$ cat src/rtl/dpk_pkg.sv
`timescale 1ns/1ps
package dpk_pkg;

  typedef enum logic {
    FMT_RGB565   = 1'b0,
    FMT_ARGB4444 = 1'b1
  } pixFmt_e;

  // control-to-datapath strobes
  typedef struct packed {
    logic ld1;
    logic ld2;
  } pipeStb_t;

  // 4x4 ordered tile, values in eighths of an output LSB
  function automatic logic [2:0] ditherEighths(input logic [1:0] yPh, input logic [1:0] xPh);
    logic [2:0] d;
    case ({yPh, xPh})
      4'h0: d = 3'd7; 4'h1: d = 3'd3; 4'h2: d = 3'd1; 4'h3: d = 3'd5;
      4'h4: d = 3'd1; 4'h5: d = 3'd5; 4'h6: d = 3'd7; 4'h7: d = 3'd3;
      4'h8: d = 3'd5; 4'h9: d = 3'd7; 4'hA: d = 3'd3; 4'hB: d = 3'd1;
      default: begin
        case (xPh)
          2'd0: d = 3'd3; 2'd1: d = 3'd1; 2'd2: d = 3'd5; default: d = 3'd7;
        endcase
      end
    endcase
    return d;
  endfunction

  // replicate the w low bits of v into an 8-bit value, high bits first
  function automatic logic [7:0] widenComp(input logic [7:0] v, input int w);
    logic [7:0] res;
    for (int i = 0; i < 8; i++) begin
      res[7-i] = v[w - 1 - (i % w)];
    end
    return res;
  endfunction

  // field width of channel ch (0:A 1:R 2:G 3:B) in a format
  function automatic int chanWidth(input pixFmt_e fmt, input int ch);
    int w;
    if (fmt == FMT_ARGB4444) w = 4;
    else if (ch == 0)        w = 8;
    else if (ch == 2)        w = 6;
    else                     w = 5;
    return w;
  endfunction

endpackage

$ cat src/rtl/dpk_quant.sv
`timescale 1ns/1ps
module dpk_quant #(
  parameter int CompW  = 8,
  parameter int FieldW = 5
) (
  input  logic [CompW-1:0]  comp,
  input  logic [2:0]        eighths,
  input  logic              addOn,
  output logic [FieldW-1:0] code
);
  localparam int FracW = CompW - FieldW;
  localparam int SumW  = CompW + 4;

  logic [SumW-1:0] sum;
  logic [SumW-1:0] offs;
  logic [FieldW:0] top;

  // value scaled by 8 so an eighth of an output LSB is an integer
  assign offs = addOn ? (SumW'(eighths) << FracW) : '0;
  assign sum  = {1'b0, comp, 3'b000} + offs;
  assign top  = sum[SumW-1 : FracW+3];
  assign code = top[FieldW] ? '1 : top[FieldW-1:0];

endmodule

$ cat src/rtl/dpk_ctrl.sv
`timescale 1ns/1ps
module dpk_ctrl
  import dpk_pkg::*;
(
  input  logic     clk,
  input  logic     rstN,
  input  logic     inValid,
  output logic     inReady,
  output logic     outValid,
  input  logic     outReady,
  output pipeStb_t stb
);
  logic s1Valid;
  logic s2Valid;
  logic adv;

  assign adv      = outReady || !s2Valid;
  assign inReady  = adv;
  assign outValid = s2Valid;
  assign stb.ld1  = adv && inValid;
  assign stb.ld2  = adv && s1Valid;

  always_ff @(posedge clk or negedge rstN) begin
    if (!rstN) begin
      s1Valid <= 1'b0;
      s2Valid <= 1'b0;
    end else if (adv) begin
      s1Valid <= inValid;
      s2Valid <= s1Valid;
    end
  end

  // a stalled output stays presented
  a_r10_stall_hold: assert property (@(posedge clk) disable iff (!rstN)
    (outValid && !outReady) |=> outValid);

  // an accepted pixel occupies the first stage next cycle
  a_r9_accept_fill: assert property (@(posedge clk) disable iff (!rstN)
    (inValid && inReady) |=> s1Valid);

endmodule

$ cat src/rtl/dpk_datapath.sv
`timescale 1ns/1ps
module dpk_datapath
  import dpk_pkg::*;
#(
  parameter int TagW = 4
) (
  input  logic                 clk,
  input  logic                 rstN,
  input  pipeStb_t             stb,
  input  logic [3:0][7:0]      inComp,
  input  logic [1:0]           xPhase,
  input  logic [1:0]           yPhase,
  input  pixFmt_e              fmtSel,
  input  logic                 ditherEn,
  input  logic                 depth16,
  input  logic                 srcNarrow,
  input  logic [TagW-1:0]      inTag,
  output logic [15:0]          outPixel,
  output logic [TagW-1:0]      outTag
);
  localparam int NumCh = 4;

  logic [NumCh-1:0][7:0] wideComp;
  logic [NumCh-1:0][7:0] s1Comp;
  logic [2:0]            s1D;
  logic                  s1DOn;
  pixFmt_e               s1Fmt;
  logic [TagW-1:0]       s1Tag;

  // stage 1: optional widening of narrow source components
  for (genvar ch = 0; ch < NumCh; ch++) begin : g_widen
    always_comb begin
      if (srcNarrow) wideComp[ch] = widenComp(inComp[ch], chanWidth(fmtSel, ch));
      else           wideComp[ch] = inComp[ch];
    end
  end

  always_ff @(posedge clk or negedge rstN) begin
    if (!rstN) begin
      s1Comp <= '0;
      s1D    <= '0;
      s1DOn  <= 1'b0;
      s1Fmt  <= FMT_RGB565;
      s1Tag  <= '0;
    end else if (stb.ld1) begin
      s1Comp <= wideComp;
      s1D    <= ditherEighths(yPhase, xPhase);
      s1DOn  <= ditherEn && depth16;
      s1Fmt  <= fmtSel;
      s1Tag  <= inTag;
    end
  end

  // stage 2: quantize every field of both layouts
  logic [4:0]            q565r;
  logic [5:0]            q565g;
  logic [4:0]            q565b;
  logic [NumCh-1:0][3:0] q4444;

  dpk_quant #(.CompW(8), .FieldW(5)) u_qR (
    .comp(s1Comp[1]), .eighths(s1D), .addOn(s1DOn), .code(q565r));
  dpk_quant #(.CompW(8), .FieldW(6)) u_qG (
    .comp(s1Comp[2]), .eighths(s1D), .addOn(s1DOn), .code(q565g));
  dpk_quant #(.CompW(8), .FieldW(5)) u_qB (
    .comp(s1Comp[3]), .eighths(s1D), .addOn(s1DOn), .code(q565b));

  for (genvar ch = 0; ch < NumCh; ch++) begin : g_q4
    dpk_quant #(.CompW(8), .FieldW(4)) u_q (
      .comp(s1Comp[ch]), .eighths(s1D), .addOn(s1DOn), .code(q4444[ch]));
  end

  logic [15:0] packed16;
  always_comb begin
    if (s1Fmt == FMT_ARGB4444) packed16 = {q4444[0], q4444[1], q4444[2], q4444[3]};
    else                       packed16 = {q565r, q565g, q565b};
  end

  always_ff @(posedge clk or negedge rstN) begin
    if (!rstN) begin
      outPixel <= '0;
      outTag   <= '0;
    end else if (stb.ld2) begin
      outPixel <= packed16;
      outTag   <= s1Tag;
    end
  end

  // a dithered code never falls below the plain truncation
  a_r5_no_decrease: assert property (@(posedge clk) disable iff (!rstN)
    stb.ld2 |-> (q565g >= s1Comp[2][7:2]));

  // the offset is under one LSB, so at most one step up
  a_r5_one_step: assert property (@(posedge clk) disable iff (!rstN)
    stb.ld2 |-> ({1'b0, q565g} <= ({1'b0, s1Comp[2][7:2]} + 7'd1)));

  // with dithering off the alpha nibble equals the top input bits
  a_r4_plain_alpha: assert property (@(posedge clk) disable iff (!rstN)
    (stb.ld2 && !s1DOn) |-> (q4444[0] == s1Comp[0][7:4]));

endmodule

$ cat src/rtl/dither_packer.sv
`timescale 1ns/1ps
module dither_packer
  import dpk_pkg::*;
#(
  parameter int TagW = 4
) (
  input  logic            clk,
  input  logic            rstN,
  input  logic            inValid,
  output logic            inReady,
  input  logic [7:0]      inA,
  input  logic [7:0]      inR,
  input  logic [7:0]      inG,
  input  logic [7:0]      inB,
  input  logic [1:0]      xPhase,
  input  logic [1:0]      yPhase,
  input  logic            fmtSel,
  input  logic            ditherEn,
  input  logic            depth16,
  input  logic            srcNarrow,
  input  logic [TagW-1:0] inTag,
  output logic            outValid,
  input  logic            outReady,
  output logic [15:0]     outPixel,
  output logic [TagW-1:0] outTag
);
  pipeStb_t        stb;
  logic [3:0][7:0] comps;
  pixFmt_e         fmt;

  assign comps[0] = inA;
  assign comps[1] = inR;
  assign comps[2] = inG;
  assign comps[3] = inB;
  assign fmt      = pixFmt_e'(fmtSel);

  dpk_ctrl u_ctrl (
    .clk(clk), .rstN(rstN), .inValid(inValid), .inReady(inReady),
    .outValid(outValid), .outReady(outReady), .stb(stb));

  dpk_datapath #(.TagW(TagW)) u_dp (
    .clk(clk), .rstN(rstN), .stb(stb), .inComp(comps),
    .xPhase(xPhase), .yPhase(yPhase), .fmtSel(fmt),
    .ditherEn(ditherEn), .depth16(depth16), .srcNarrow(srcNarrow),
    .inTag(inTag), .outPixel(outPixel), .outTag(outTag));

  // output fields frozen during a stall
  a_r10_stall_stable: assert property (@(posedge clk) disable iff (!rstN)
    (outValid && !outReady) |=> ($stable(outPixel) && $stable(outTag)));

endmodule

$ cat config.mk
export PLATFORM = sky130hd
export DESIGN_NAME = dither_packer
export DESIGN_NICKNAME = d
export VERILOG_FILES = /design/src/rtl/dpk_pkg.sv /design/src/rtl/dpk_quant.sv /design/src/rtl/dpk_ctrl.sv /design/src/rtl/dpk_datapath.sv /design/src/rtl/dither_packer.sv
export SDC_FILE = /design/constraint.sdc
export NUM_CORES = 1
export LEC_CHECK = 0
export BUFFER_PORTS_ARGS = -buffer_cell sky130_fd_sc_hd__buf_2
export CAP_MARGIN = 20
export CORE_MARGIN = 5
export CORE_UTILIZATION = 39
export CTS_CLUSTER_DIAMETER = 50
export DETAILED_ROUTE_END_ITERATION = 16
export REMOVE_ABC_BUFFERS = 1
export SLEW_MARGIN = 20
export SYNTH_ARGS = -nofsm -noshare
export SYNTH_HDL_FRONTEND = slang
export SYNTH_SLANG_ARGS = --single-unit
$ cat constraint.sdc
create_clock -name clk -period 3.2 [get_ports clk]
set_clock_uncertainty 0.05 [all_clocks]
set_input_delay 0.48 -clock clk [delete_from_list [all_inputs] [get_ports clk]]
set_output_delay 0.48 -clock clk [all_outputs]
set_load 0.005 [all_outputs]
==> out/summary.json <==
{
  "outcome": {"value": "complete, no violations"},
  "grt_usage": {"value": 0.165},
  "setup.worst_path.end_class": {"value": "register"},
  "synthFlopType": {"value": "dfrtp_1"},
  "first_global_vias": {"value": 3076},
  "timing.final.crit_period": {"value": 1990, "unit": "ps"},
  "drtIter0Drc": {"value": 161},
  "finalWirelength": {"value": 9350, "unit": "um"},
  "netSwitchingPower": {"value": 0.893, "unit": "mW"},
  "first_pass_iters": {"value": 5},
  "worst-r2r-cell-count": {"value": 5},
  "dp_cells": {"value": 608},
  "area_delta_synth_final": {"value": 16.9, "unit": "%"},
  "critical_path_depth": {"value": 5},
  "worstPathMaxFanout": {"value": 17},
  "timing.max_slew.rel_slack": {"value": 0.434},
  "yosysTopAreaCellShare": {"value": 0.405},
  "unrepaired_setup_endpoints_after_global_routing": {"value": "false"},
  "post_cts.repair.setup_buffers": {"value": 0},
  "setup.worst_path.start": {"value": "u_dp.s1D[2]"},
  "finalHoldViolations": {"value": 0},
  "postSynth.asyncResetShare": {"value": 1.00},
  "worst_setup_path_start_kind": {"value": "register"},
  "count_of_h_tree_levels_built_during_cts": {"value": 3},
  "vdd.ir_drop.worst": {"value": 239, "unit": "uV"},
  "p_leak": {"value": 2.04, "unit": "nW"},
  "slowest_stage": {"value": "dfrtp_1"},
  "totalPowerFinal": {"value": 2.70, "unit": "mW"},
  "endpoint_of_the_most_critical_setup_path": {"value": "u_dp.outPixel[9]"},
  "die_h": {"value": 109, "unit": "um"},
  "floorplan.die_area": {"value": 0.0119, "unit": "sq mm"},
  "synth_top_family_by_area": {"value": "compound AO/OA/AOI/OAI gates"},
  "r2r-end": {"value": "u_dp.outPixel[9]"},
  "clkSinkCount": {"value": 62},
  "post_synth_and_or_nand_nor_area_fraction": {"value": 0.161},
  "dpl.hpwl": {"value": 6890, "unit": "um"},
  "setup.reg_to_reg.worst_slack": {"value": 1210, "unit": "ps"},
  "setup_viol": {"value": 0},
  "drc": {"value": 0},
  "path_clk_slew": {"value": 70, "unit": "ps"},
  "die_w": {"value": 109, "unit": "um"},
  "post_synth_xor_area_fraction": {"value": 0.00685},
  "post_synth_main_area_contributors": {"value": "dfrtp_1 (40%), mux2i_1 (8.9%), nand2_1 (7.6%)"},
  "required": {"value": 3360, "unit": "ps"},
  "fin_setup_tns": {"value": 0, "unit": "ps"},
  "globalplace.congestion": {"value": 0.845},
  "power_dens_cells": {"value": 602, "unit": "mW/mm^2"},
  "synthTopCellsByCount": {"value": "nand2_1 (78), dfrtp_1 (62), o21ai_0 (57)"},
  "clk_root_buffer_cell": {"value": "clkbuf_8"},
  "synth_edf_count": {"value": 0},
  "antenna_found_initial": {"value": 0},
  "yosysWarningCount": {"value": 0},
  "switching_share": {"value": 0.331},
  "crit_type": {"value": "register to register"},
  "detail_route_antenna_nets": {"value": 0},
  "post_synth_num_cell_types": {"value": 60},
  "critical_path.reg2reg.startpoint": {"value": "u_dp.s1D[2]"},
  "cts_tree": {"value": "built"},
  "internal_power_contribution": {"value": 1.81, "unit": "mW"},
  "placementRows": {"value": 36},
  "adder_and_majority_cell_fraction_of_the_synthesized_area": {"value": 0.0189},
  "core-area": {"value": 0.00968, "unit": "sq mm"},
  "worstSkewPairLatency": {"value": 340, "unit": "ps"},
  "drive_gt1_frac": {"value": 0.242},
  "period_share": {"value": 0.621},
  "synth.area.mux_share": {"value": 0.119},
  "seq_area_frac_synth": {"value": 0.405},
  "num_vias": {"value": 3281},
  "crit_path_cell_trace": {"value": "nand2_1 > a211oi_4 > nand4_1 > a32oi_1 > o31ai_1"},
  "cp.buffers_inverters": {"value": 0},
  "synth-compound-area-share": {"value": 0.234},
  "cts_repair_resize_count": {"value": 0},
  "postCtsHoldBufs": {"value": 0},
  "cts-root-to-sink-buffers": {"value": 2},
  "p_seq_frac": {"value": 0.438},
  "finalHoldWorstSlack": {"value": 111, "unit": "ps"},
  "syn_area": {"value": 0.00383, "unit": "sq mm"},
  "post_drt_wl_per_cell": {"value": 15.0, "unit": "um"},
  "numCtsBuffers": {"value": 9},
  "max_stage_delay": {"value": 720, "unit": "ps"},
  "worst_pin_slew": {"value": 846, "unit": "ps"},
  "finalNetCount": {"value": 539},
  "synthDominantAreaCellType": {"value": "dfrtp_1"},
  "floorplan.initialDensity": {"value": 0.396},
  "top_level_ports": {"value": 70},
  "finalNonFillerCells": {"value": 624},
  "netlist_instances": {"value": 431},
  "n_antenna_cell": {"value": 0},
  "drv_cap": {"value": 0},
  "yosysMostFrequentCell": {"value": "nand2_1"},
  "global_route.overflow_total": {"value": 0},
  "grt_first_pass_wirelength": {"value": 15500, "unit": "um"},
  "yosys_register_bits": {"value": 62},
  "critPathTopFamily": {"value": "flip-flops"},
  "pwr-share-clk": {"value": 0.297},
  "pin_count_of_the_biggest_net_entering_global_routing": {"value": 50},
  "worst-endpoint-arrival": {"value": 2140, "unit": "ps"},
  "post_synth.cell_area_avg": {"value": 8.90, "unit": "sq um"},
  "finalMaxSlewViolations": {"value": 0},
  "power.combinational.fraction": {"value": 0.265},
  "min_path_type": {"value": "input pin to async pin"},
  "port_buffers": {"value": 69},
  "route.detailed.vias_per_inst": {"value": 5.26},
  "max_clock_freq": {"value": 503, "unit": "MHz"}
}
cell usage in the layout (no fill, tap or decap), types with 4 or more instances in the layout:
cell	count
mux2_2	9
ha_1	5
nand2_1	77
a31oi_1	5
a211oi_1	6
o21ai_0	57
buf_4	9
inv_1	13
buf_2	68
nor2_1	17
nand3_1	8
dfrtp_1	62
and2_1	4
mux2i_1	34
a21oi_1	20
a21o_1	4
nand2b_1	5
nand4_1	13
clkbuf_8	12
kinds of logic after synthesis:
| logic type | count (synthesis) |
|---|---|
| flops | 62 |
| buf+inv | 46 |
| mux | 44 |
| xor+xnor | 3 |
| compound gates | 132 |
| fa+ha+maj | 6 |
| simple gates | 138 |
how the worst min path moves through the flow:
| stage | slack, ps | to |
|---|---|---|
| 3_3_place_gp | 390 | u_dp.outTag[2] |
| 2_1_floorplan | 130 | u_ctrl.outValid |
| 6_report | 110 | u_dp.outPixel[0] |
| 4_1_cts | 310 | u_dp.s1Tag[2] |
| 5_1_grt | 160 | u_dp.outPixel[5] |
| 3_5_place_dp | 400 | u_dp.outTag[0] |
final cells by class:
class                           instances  area (sq um)
Timing Repair Buffer                   77           408
Sequential cell                        62          1550
Clock buffer                           13           169
Fill cell                             940          5200
Tap cell                              133           166
Inverter                               13          48.8
Multi-Input combinational cell        323          2070
Clock inverter                          3          65.1
per-layer routing:
metal  up-vias  part of all wire  track usage
met5         -                 0            0
met4         0             0.012       0.0640
met3         9             0.050       0.0249
met2        90              0.44        0.251
met1      1511              0.50        0.237
li1       1671                 -            -
power groups by stage:
stage / clock network, mW / logic (mW) / registers, mW
after floorplan: 0 / 0.433 / 1.16
after global routing: 0.854 / 0.813 / 1.21
after CTS: 0.816 / 0.725 / 1.18
final: 0.802 / 0.715 / 1.18
after global placement: 0 / 0.704 / 1.19
after detailed placement: 0 / 0.721 / 1.20
metrics by stage:
stage | instance area (sq um) | worst slack [ps] | util
2_1_floorplan | 3670 | 845 | -
3_3_place_gp | 4250 | 1150 | 0.438
3_5_place_dp | 4250 | 1080 | 0.438
4_1_cts | 4480 | 1220 | 0.463
5_1_grt | 4480 | 1050 | 0.463
6_report | 4480 | 1210 | 0.463
state kept, by name, indices dropped and copies added (netlist names):
register,cells
u_ctrl.outValid,1
u_ctrl.s1Valid,1
u_dp.outPixel,16
u_dp.outTag,4
u_dp.s1Comp,31
u_dp.s1D,3
u_dp.s1DOn,1
u_dp.s1Fmt,1
u_dp.s1Tag,4
Note: power is estimated with default switching activity, not from simulation.
